<file path="config.mk">
export PLATFORM = sky130hd
export DESIGN_NAME = src_timing_divider
export DESIGN_NICKNAME = d
export VERILOG_FILES = /design/src/rtl/tsel_pkg.sv /design/src/rtl/tsel_cfg_regs.sv /design/src/rtl/tsel_src_sel.sv /design/src/rtl/tsel_divider.sv /design/src/rtl/src_timing_divider.sv
export SDC_FILE = /design/constraint.sdc
export NUM_CORES = 1
export LEC_CHECK = 0
export BUFFER_PORTS_ARGS = -buffer_cell sky130_fd_sc_hd__clkbuf_2
export CAP_MARGIN = 5
export CORE_MARGIN = 2
export CORE_UTILIZATION = 50
export DETAILED_ROUTE_END_ITERATION = 8
export PLACE_DENSITY_LB_ADDON = 0.25
export SLEW_MARGIN = 20
export SYNTH_ARGS = -nofsm -noshare
export SYNTH_HDL_FRONTEND = slang
export SYNTH_HIERARCHICAL = 1
export SYNTH_SLANG_ARGS = --single-unit
</file>
<file path="constraint.sdc">
create_clock -name clk -period 6 [get_ports clk]
set_input_delay 0.3 -clock clk [delete_from_list [all_inputs] [get_ports clk]]
set_output_delay 0.3 -clock clk [all_outputs]
set_load 0.01 [all_outputs]
</file>
<file path="src/rtl/tsel_pkg.sv">
package tsel_pkg;

  localparam int SRC_W       = 4;
  localparam int IDX_W       = 5;
  localparam int RATIO_W     = 17;
  localparam int NUM_DIV_SRC = 5;
  localparam int EN_W        = NUM_DIV_SRC + 1;
  localparam int WS_BASE     = 6;

  typedef struct packed {
    logic [SRC_W-1:0] src;
    logic [IDX_W-1:0] idx;
  } tsel_cfg_t;

  // Division ratio for a table index; 0 marks a reserved index.
  function automatic logic [RATIO_W-1:0] ratio_of(input logic [IDX_W-1:0] idx);
    int n;
    n = int'(idx);
    if (n == 0)  return RATIO_W'(2);
    if (n == 29) return RATIO_W'(98304);
    if (n >= 30) return '0;
    if ((n % 2) == 1) return RATIO_W'(1) << ((n + 3) / 2);
    return RATIO_W'(6) << ((n - 2) / 2);
  endfunction

  // Strobe routing when serial ports share their pins.
  function automatic int ws_route(input int port, input logic share);
    if (!share) return port;
    case (port)
      1, 2, 9: return 0;
      4:       return 3;
      8:       return 7;
      default: return port;
    endcase
  endfunction

endpackage

</file>
<file path="src/rtl/tsel_cfg_regs.sv">
module tsel_cfg_regs
  import tsel_pkg::*;
#(
  parameter int NUM_CH = 4,
  parameter int ADDR_W = 1
) (
  input  logic              clk,
  input  logic              rst_n,
  input  logic              we_i,
  input  logic [ADDR_W-1:0] addr_i,
  input  logic [31:0]       wdata_i,
  output tsel_cfg_t         cfg_o [NUM_CH],
  output logic [NUM_CH-1:0] restart_o
);

  logic [31:0] unused_bits;
  assign unused_bits = wdata_i & 32'hF0E0_F0E0;

  for (genvar c = 0; c < NUM_CH; c++) begin : g_ch
    localparam int BASE = (c % 2) * 16;

    assign restart_o[c] = we_i && (addr_i == ADDR_W'(c / 2));

    always_ff @(posedge clk or negedge rst_n) begin
      if (!rst_n) begin
        cfg_o[c] <= '0;
      end else if (restart_o[c]) begin
        cfg_o[c].src <= wdata_i[BASE+11:BASE+8];
        cfg_o[c].idx <= wdata_i[BASE+4:BASE];
      end
    end


    half_field_capture_chk: assert property (@(posedge clk) disable iff (!rst_n)
      restart_o[c] |=> (cfg_o[c].src == $past(wdata_i[BASE+11:BASE+8]))
                    && (cfg_o[c].idx == $past(wdata_i[BASE+4:BASE])));
  end

endmodule

</file>
<file path="src/rtl/tsel_src_sel.sv">
module tsel_src_sel
  import tsel_pkg::*;
#(
  parameter int NUM_WS = 10
) (
  input  tsel_cfg_t         cfg_i,
  input  logic              share_i,
  input  logic [EN_W-1:0]   div_en_i,
  input  logic [2:0]        ext_tick_i,
  input  logic [1:0]        brg_tick_i,
  input  logic [NUM_WS-1:0] ws_tick_i,
  output logic              tick_o,
  output logic              ws_mode_o,
  output logic              active_o
);

  logic [NUM_DIV_SRC-1:0] div_tick;
  int route;

  assign div_tick = {brg_tick_i, ext_tick_i};

  always_comb begin
    tick_o    = 1'b0;
    ws_mode_o = 1'b0;
    active_o  = 1'b0;
    route     = -1;
    if (cfg_i.src < SRC_W'(NUM_DIV_SRC)) begin
      active_o = div_en_i[cfg_i.src[2:0] + 3'd1];
      tick_o   = div_tick[cfg_i.src[2:0]];
    end else if (cfg_i.src >= SRC_W'(WS_BASE)) begin
      route = ws_route(int'(cfg_i.src) - WS_BASE, share_i);
      for (int p = 0; p < NUM_WS; p++) begin
        if (route == p) begin
          ws_mode_o = 1'b1;
          active_o  = 1'b1;
          tick_o    = ws_tick_i[p];
        end
      end
    end
  end

endmodule

</file>
<file path="src/rtl/tsel_divider.sv">
module tsel_divider
  import tsel_pkg::*;
(
  input  logic             clk,
  input  logic             rst_n,
  input  logic             restart_i,
  input  logic [IDX_W-1:0] idx_i,
  input  logic             tick_i,
  input  logic             ws_mode_i,
  input  logic             active_i,
  output logic             pulse_o
);

  logic [RATIO_W-1:0] ratio;
  logic [RATIO_W-1:0] cnt_q;
  logic               reserved;

  assign ratio    = ratio_of(idx_i);
  assign reserved = (idx_i[IDX_W-1:1] == 4'b1111);

  always_ff @(posedge clk or negedge rst_n) begin
    if (!rst_n) begin
      cnt_q   <= '0;
      pulse_o <= 1'b0;
    end else if (restart_i || reserved || !active_i) begin
      cnt_q   <= '0;
      pulse_o <= 1'b0;
    end else if (ws_mode_i) begin
      cnt_q   <= '0;
      pulse_o <= tick_i;
    end else if (tick_i) begin
      if (cnt_q == ratio - RATIO_W'(1)) begin
        cnt_q   <= '0;
        pulse_o <= 1'b1;
      end else begin
        cnt_q   <= cnt_q + RATIO_W'(1);
        pulse_o <= 1'b0;
      end
    end else begin
      pulse_o <= 1'b0;
    end
  end


  pulse_after_tick_chk: assert property (@(posedge clk) disable iff (!rst_n)
    pulse_o |-> $past(tick_i));


  divided_single_cycle_chk: assert property (@(posedge clk) disable iff (!rst_n)
    (pulse_o && !ws_mode_i && !restart_i) |=> !pulse_o);


  count_below_ratio_chk: assert property (@(posedge clk) disable iff (!rst_n)
    !reserved |-> (cnt_q < ratio));


  reserved_silent_chk: assert property (@(posedge clk) disable iff (!rst_n)
    reserved |=> !pulse_o);


  disabled_held_chk: assert property (@(posedge clk) disable iff (!rst_n)
    !active_i |=> (!pulse_o && cnt_q == '0));


  restart_clears_chk: assert property (@(posedge clk) disable iff (!rst_n)
    restart_i |=> (!pulse_o && cnt_q == '0));

endmodule

</file>
<file path="src/rtl/src_timing_divider.sv">
module src_timing_divider
  import tsel_pkg::*;
#(
  parameter int NUM_CH  = 4,
  parameter int NUM_WS  = 10,
  localparam int NUM_PAIRS = NUM_CH / 2,
  localparam int ADDR_W    = (NUM_PAIRS > 1) ? $clog2(NUM_PAIRS) : 1
) (
  input  logic              clk,
  input  logic              rst_n,
  input  logic              cfg_we,
  input  logic [ADDR_W-1:0] cfg_addr,
  input  logic [31:0]       cfg_wdata,
  input  logic              ws_share,
  input  logic [5:0]        div_en,
  input  logic [2:0]        ext_tick,
  input  logic [1:0]        brg_tick,
  input  logic [NUM_WS-1:0] ws_tick,
  output logic [NUM_CH-1:0] tsel_pulse
);

  tsel_cfg_t         cfg [NUM_CH];
  logic [NUM_CH-1:0] restart;

  tsel_cfg_regs #(.NUM_CH(NUM_CH), .ADDR_W(ADDR_W)) u_regs (
    .clk       (clk),
    .rst_n     (rst_n),
    .we_i      (cfg_we),
    .addr_i    (cfg_addr),
    .wdata_i   (cfg_wdata),
    .cfg_o     (cfg),
    .restart_o (restart)
  );

  for (genvar c = 0; c < NUM_CH; c++) begin : g_lane
    logic tick;
    logic ws_mode;
    logic active;

    tsel_src_sel #(.NUM_WS(NUM_WS)) u_sel (
      .cfg_i      (cfg[c]),
      .share_i    (ws_share),
      .div_en_i   (div_en),
      .ext_tick_i (ext_tick),
      .brg_tick_i (brg_tick),
      .ws_tick_i  (ws_tick),
      .tick_o     (tick),
      .ws_mode_o  (ws_mode),
      .active_o   (active)
    );

    tsel_divider u_div (
      .clk       (clk),
      .rst_n     (rst_n),
      .restart_i (restart[c]),
      .idx_i     (cfg[c].idx),
      .tick_i    (tick),
      .ws_mode_i (ws_mode),
      .active_i  (active),
      .pulse_o   (tsel_pulse[c])
    );
  end

endmodule

</file>
==> metrics.md, run 1 <==
| Metric | Value |
|---|---|
| Slew Viols, Final | 0 |
| GR Util met3 | 2.899% |
| Mean post-synth cell area | 8.438 sq um |
| DRT Pass-1 Iters | 5 |
| Later-pin clock latency in the skew report | 0.37 ns |
| CP bufs+invs | 2 |
| Final Hold Fails | 0 |
| Antenna violations before repair | 2 |
| Stages on the worst setup path | 21 |
| Number of synthesis warnings | 6 |
| Worst-path cell chain | inv_1, ha_1, nor3b_1, and2_1, ha_1, nor2b_1, nand3_1, ha_1, and4bb_1, nand3_1, nor4_2, a221oi_1, ha_1, nand3_2, or3_1, o211a_1, o31ai_4, a31oi_4, buf_4, a31oi_1, o22ai_1 |
| Cell Area, Synth | 16010 sq um |
| Area contributors post-synth | dfrtp_1, ha_1, nand2_1 |
| Slew HR | 17.71% |
| Clk sinks | 108 |
| Clock transition at path regs | 0.09 ns |
| Inserted Clock Buffers | 9 |
| CTS tree | done |
| Min-delay src | cfg_wdata[11] |
| RSZ-0062 raised after global routing | false |
| Met1 Track Usage GR | 37.56% |
| Antenna Nets Post-Route | 0 |
| Power per cell area | 266.6 nW/um^2 |
| Kind of start point of the critical path | flip-flop |
| Area of the multi-input gates | 12370 sq um |
| Total GRT Usage | 25.68% |
| Number of global-route vias before repair | 14210 |
| Endpoint, Worst Hold | u_regs/cfg_o[35]$_DFFE_PN0P_ |
| Worst-Margin Slew | 1.217 ns |
| CP max-delay cell | dfrtp_1 |
| Grt met2 use | 40.23% |
| Top delay family on crit path | simple AND/OR/NAND/NOR gates |
| Worst path max stage delay | 0.47 ns |
| Total negative slack | 0 ns |
| Post-DR vias/cell | 6.597 |
| Combinational power share | 67.4% |
| Largest net degree at the start of global routing | 67 |
| Reg2Reg Setup Slack | 0.44 ns |
| Post-synth EDFFs | 0 |
| Hold Path Cell Cnt | 2 |
| Gate Count Post-Synth | 1897 |
| GPL Wtd Cong | 0.9493 |
| # Post-CTS Setup Buffers | 0 |
| First-pass GRT wire length | 71.82 mm |
| Clk buf depth | 2 |
| Clock Skews | 0.01912 ns |
| Yosys cell types | 100 |
| DP Wirelength | 32.66 mm |
| Crit-path most repeated cell | ha_1 |
| Ports | 62 |
| IO buf count | 47 |
| Row count | 65 |
| CP required | 6.24 ns |
| Clock tree root buffer cell | clkbuf_16 |
| CP arrival | 5.80 ns |
| Async S/R FF share, synth | 100.0% |
| Share of cells above drive strength 1 | 18.27% |
| Area leader, netlist | dfrtp_1 |
| NumNets Final | 2068 |
| GRT overflow | 0 |
| Max_cap viols | 0 |
| Final Util | 53.68% |
| H-tree Lvls | 3 |
| Area share of the largest cell type after synthesis | 16.88% |
| Outcome | finished clean |
| Chip Height | 182.9 um |
| Final setup violation count | 0 |
| Min Tclk post-route | 5.561 ns |
| Starting DRT DRC Count | 1106 |
| Critical path type | flip-flop to flip-flop |
| Die Width | 182.9 um |
| DRT Wirelength | 42.82 mm |
| Hold WC Path Type | input port to flip-flop |
| Avg WL per Cell | 18.37 um |
| DRC Markers | 0 |
| NetSw | 2.292 mW |
| Syn Nets | 2043 |
| FF/Latch Area | 2703 sq um |
| Cell Int Power | 2.224 mW |
| Switch share | 50.75% |
| Core area | 31560 sq um |
| Fin crit share | 92.69% |
| Area grow syn2layout | 5.823% |
| Worst reg-to-reg path cell count | 21 |
| Reg2reg end | g_lane[2].u_div/cnt_q[8]$_DFFE_PN0P_ |
| Reg power frac | 19.3% |
| Fillers | 2951 |
| GR peak layer | met2 |
| Register area share after synthesis | 16.88% |
| Crit path capture type | flip-flop |
| P_leak | 6.626 nW |
| Max IR drop VDD | 0.1525 mV |
| Reg2Reg Launch Point | u_regs/cfg_o[10]$_DFFE_PN0P_ |
| Critical Path Fanout Max | 10 |
| Total number of vias | 15380 |
| Clock power frac | 13.3% |
| Top_reg_cell synth | dfrtp_1 |
| Max Clk Rate | 0.1798 GHz |
| Initial Utilization | 50.73% |
| Flops & latches, synth | 108 |
| Die footprint | 33460 sq um |
power by group through the flow:
| stage | registers [mW] | clock network (mW) | logic (mW) |
|---|---|---|---|
| 6_report | 0.870 | 0.602 | 3.04 |
| 5_1_grt | 0.883 | 0.650 | 3.34 |
| 4_1_cts | 0.869 | 0.624 | 3.00 |
| 3_5_place_dp | 0.882 | 0 | 2.99 |
| 3_3_place_gp | 0.881 | 0 | 2.94 |
| 2_1_floorplan | 0.839 | 0 | 2.44 |
state kept, by name, summed over array words and instances, names as in the netlist:
signal / count
g_lane.u_div/cnt_q: 68
u_regs/cfg_o: 36
g_lane.u_div/pulse_o: 4
kinds of logic after synthesis:
group | after synthesis | synth area share (%)
flip-flops | 108 | 16.88
multiplexers | 68 | 5.370
adder cells (fa/ha/maj) | 88 | 6.879
AND/OR/NAND/NOR | 814 | 29.41
AO/OA/AOI/OAI | 528 | 28.95
XOR/XNOR | 100 | 6.597
buffers and inverters | 191 | 5.909
metrics by stage:
stage               power, mW  instance area (sq um)  worst slack (ns)  std cells  hold slack [ns]
global route            4.872                  16940           0.04341       2331           0.1809
CTS                     4.495                  16920            0.2873       2329           0.1713
global placement        3.820                  16630            0.4611       2312           0.3331
finish                  4.516                  16940            0.4387       2331           0.1898
floorplan               3.283                  16010            0.3050       1897         0.004409
detailed placement      3.869                  16630            0.3120       2312           0.3396
metal layers:
layer  up-vias  wire [um]
met5         -          0
met2       459      19160
li1       7422          -
met3        46       2189
met1      7450      20760
met4         0        708
how the worst max path moves through the flow:
stage	start	slack, ns	end
after floorplan	u_regs/cfg_o[29]$_DFFE_PN0P_	0.30	g_lane[0].u_div/cnt_q[1]$_DFFE_PN0P_
after global placement	u_regs/cfg_o[1]$_DFFE_PN0P_	0.46	g_lane[3].u_div/cnt_q[11]$_DFFE_PN0P_
after detailed placement	u_regs/cfg_o[10]$_DFFE_PN0P_	0.31	g_lane[2].u_div/cnt_q[8]$_DFFE_PN0P_
after CTS	u_regs/cfg_o[10]$_DFFE_PN0P_	0.29	g_lane[2].u_div/cnt_q[8]$_DFFE_PN0P_
after global routing	u_regs/cfg_o[28]$_DFFE_PN0P_	0.04	g_lane[0].u_div/cnt_q[13]$_DFFE_PN0P_
final	u_regs/cfg_o[10]$_DFFE_PN0P_	0.44	g_lane[2].u_div/cnt_q[8]$_DFFE_PN0P_
cells in the final DEF (no fill, tap or decap), types with 24 or more instances in the layout:
cell,netlist,routed
o21ai_0,44,44
nor2b_1,24,24
nor4_1,44,42
a21oi_1,60,60
nand3_1,88,88
nor2_1,116,116
xor2_1,36,36
and2_1,36,36
nor3_1,84,84
xnor2_1,48,48
buf_4,6,64
inv_1,94,94
and3_1,52,52
mux2i_1,24,24
o211ai_1,36,36
a21oi_2,28,28
mux2_2,27,27
a31oi_1,48,48
nand2_1,132,132
ha_1,88,88
clkbuf_2,4,46
nand4_1,72,72
dfrtp_1,108,108
synth_stat cells, types with 28 or more instances:
| cell | n |
|---|---|
| a21oi_2 | 28 |
| ha_1 | 88 |
| and3_1 | 52 |
| and2_1 | 36 |
| nand4_1 | 72 |
| xor2_1 | 36 |
| o211ai_1 | 36 |
| nand2_1 | 132 |
| a21oi_1 | 60 |
| dfrtp_1 | 108 |
| o21ai_0 | 44 |
| inv_1 | 94 |
| a31oi_1 | 48 |
| xnor2_1 | 48 |
| nor4_1 | 44 |
| clkbuf_1 | 36 |
| nand3_1 | 88 |
| nor2_1 | 116 |
| nor3_1 | 84 |
what timing repair did:
| item | 4_1_cts | 5_1_grt |
|---|---|---|
| gates resized for setup | 0 | 2 |
| hold endpoints to repair | 42 | 0 |
| hold buffers | 1 | 0 |
| endpoints found under the setup margin | 0 | 23 |
final cells by class:
cell class	count	share of cell area [%]
well taps	402	2.969
flip-flops and latches	108	15.96
inverters	94	2.083
diodes	2	0.02955
multi-input cells	1598	73.03
clock buffers	10	1.352
repair buffers	111	4.255
clock inverters	6	0.3250
(Power assumes the default switching activity.)
==> inputs of run 2 (changes only) <==
==> constraint.sdc (replaced) <==
create_clock -name clk -period 5.6 [get_ports clk]
set_input_delay 0.28 -clock clk [delete_from_list [all_inputs] [get_ports clk]]
set_output_delay 0.28 -clock clk [all_outputs]
set_load 0.01 [all_outputs]
==> metrics.md, run 2 (synthesized netlist as in run 1, its figures left out) <==
| Metric | Value |
|---|---|
| Die footprint | 33460 sq um (unchanged) |
| Clock transition at path regs | 0.08 ns (about the same) |
| Core area | 31560 sq um (unchanged) |
| Placed cell count | 2324 (+0.52%) |
| Slew Viols, Final | 0 (unchanged) |
| Number of global-route vias before repair | 14220 (+0.070%) |
| Clk buf depth | 2 (unchanged) |
| Starting DRT DRC Count | 1223 (+11%) |
| Kind of start point of the critical path | flip-flop |
| Antenna violations before repair | 3 (+1) |
| GPL Wtd Cong | 0.9363 (-1.4%) |
| Inserted Clock Buffers | 9 (unchanged) |
| Critical path type | flip-flop to flip-flop |
| Hold_buf cts | 0 (-1) |
| Row count | 65 (unchanged) |
| Largest net degree at the start of global routing | 62 (-7.5%) |
| Largest reg by FF count | g_lane.u_div/cnt_q |
| Largest regs | g_lane.u_div/cnt_q (68), u_regs/cfg_o (36), g_lane.u_div/pulse_o (4) |
| Clock tree root buffer cell | clkbuf_16 |
| Total number of vias | 15580 (+1.3%) |
| DRT Wirelength | 44.10 mm (+3.0%) |
| Post-DR vias/cell | 6.613 (+0.25%) |
| Total GRT Usage | 26.02% (+0.34 points) |
| Most common cell after layout, fill and taps aside | nand2_1 |
| DP Wirelength | 33.22 mm (+1.7%) |
| Critical Path Fanout Max | 8 (-2) |
| Max_cap viols | 0 (unchanged) |
| Die Width | 182.9 um (unchanged) |
| DRT Pass-1 Iters | 5 (unchanged) |
| Worst hold slack | 0.01946 ns (-0.1703 ns) |
| CP required | 5.85 ns (-0.39 ns) |
| First-pass GRT wire length | 72.56 mm (+1.0%) |
| Later-pin clock latency in the skew report | 0.37 ns (about the same) |
| Ports | 62 (unchanged) |
| Commonest non-fill, non-tap cells in the layout | nand2_1, nor2_1, dfrtp_1, inv_1, buf_4 |
| Max Clk Rate | 0.1898 GHz (+5.6%) |
| Slew HR | 37.25% (+20 points) |
| Total negative slack | 0 ns (unchanged) |
| Clk sinks | 108 (unchanged) |
| Outcome | finished clean |
| CP arrival | 5.51 ns (-0.29 ns) |
| Final setup violation count | 0 (unchanged) |
| Crit path capture type | flip-flop |
| Hold WC Path Type | input port to async pin |
| Avg WL per Cell | 18.72 um (+1.9%) |
| Final Util | 54.49% (+0.81 points) |
| Clock Skews | 0.01170 ns (-0.007419 ns) |
| Max IR drop VDD | 0.1422 mV (-6.7%) |
| Worst-Margin Slew | 0.9327 ns (-0.2845 ns) |
| GRT overflow | 0 (unchanged) |
| Chip Height | 182.9 um (unchanged) |
| CTS tree | done |
| NumNets Final | 2092 (+1.2%) |
| H-tree Lvls | 3 (unchanged) |
| Final Hold Fails | 0 (unchanged) |
| IO buf count | 47 (unchanged) |
| Number of flip-flops in the largest register | 68 (unchanged) |
| Initial Utilization | 50.73% (unchanged) |
| Fin crit share | 94.06% (+1.4 points) |
| Min Tclk post-route | 5.267 ns (-0.2939 ns) |
| P_leak | 6.746 nW (+1.8%) |
| Share of cells above drive strength 1 | 19.73% (+1.5 points) |
| Antenna Nets Post-Route | 0 (unchanged) |
| Area grow syn2layout | 7.426% |
| Final std cells w/o fill | 2356 (+1.1%) |
| Power per cell area | 287.0 nW/um^2 (+7.6%) |
| DRC Markers | 0 (unchanged) |
run 2: per-stage QoR:
step	cell area [sq um]	power (mW)	setup slack, ns
after floorplan	16030	3.520	0.1120
final	17200	4.935	0.3326
after detailed placement	16740	4.173	0.1458
after CTS	17020	4.841	0.1208
after global placement	16740	4.117	0.2937
after global routing	17200	5.307	-0.003312
run 2: path summary, 6_finish.rpt:
kind | slack (ns) | cells after the start | to | start
min in group clk | 0.15 | 2 | u_regs/cfg_o[17]$_DFFE_PN0P_ | cfg_wdata[11]
min | 0.02 | 1 | u_regs/cfg_o[20]$_DFFE_PN0P_ | rst_n
max reg2reg | 0.33 | 20 | g_lane[2].u_div/cnt_q[7]$_DFFE_PN0P_ | u_regs/cfg_o[10]$_DFFE_PN0P_
max in group asynchronous | 4.39 | 2 | g_lane[2].u_div/cnt_q[16]$_DFFE_PN0P_ | rst_n
max | 0.33 | 20 | g_lane[2].u_div/cnt_q[7]$_DFFE_PN0P_ | u_regs/cfg_o[10]$_DFFE_PN0P_
min reg2reg | 0.56 | 1 | g_lane[0].u_div/cnt_q[7]$_DFFE_PN0P_ | g_lane[0].u_div/cnt_q[7]$_DFFE_PN0P_
run 2: what timing repair did:
item,in CTS,in global routing
setup endpoints to repair,0,42
buffers inserted,0,13
gates resized for setup,0,12
run 2: critical path, stage by stage (launching register included):
cell and delay, ns:
dfrtp_1 0.47, inv_1 0.21, ha_1 0.20, nor3b_2 0.20, and2_1 0.15, ha_1 0.17
nor2b_1 0.28, nand3_1 0.12, ha_1 0.30, nor4b_2 0.28, nand3_1 0.21, buf_4 0.21
a2111oi_4 0.32, a21oi_2 0.17, xor2_1 0.18, or4b_4 0.56, a2111oi_4 0.40, a31oi_4 0.22
buf_4 0.20, a31oi_1 0.18, mux2i_1 0.10
run 2: cell type report:
cell class,count,area [sq um]
tap,402,503.0
fill,2850,14360
inverter,94,352.8
timing repair buffer,135,898.4
clock buffer,9,225.2
clock inverter,7,56.30
antenna,3,7.507
multi-input combinational,1598,12450
sequential,108,2703
run 2: metal layers:
layer	GRT usage (%)	wire, um	share of wire (%)	vias to the layer above
li1	-	-	-	7490
met1	37.28	20520	47	7482
met2	41.06	19950	45	536
met3	3.157	2621	5.9	73
met4	7.712	1006	2.3	0
met5	0	0	0	-
run 2: where the power goes:
group / switching [mW] / total, mW / leakage, nW / internal (mW)
registers: 0.0985 / 0.920 / 1.43 / 0.822
clock network: 0.332 / 0.641 / 0.137 / 0.309
logic: 2.07 / 3.37 / 5.18 / 1.31
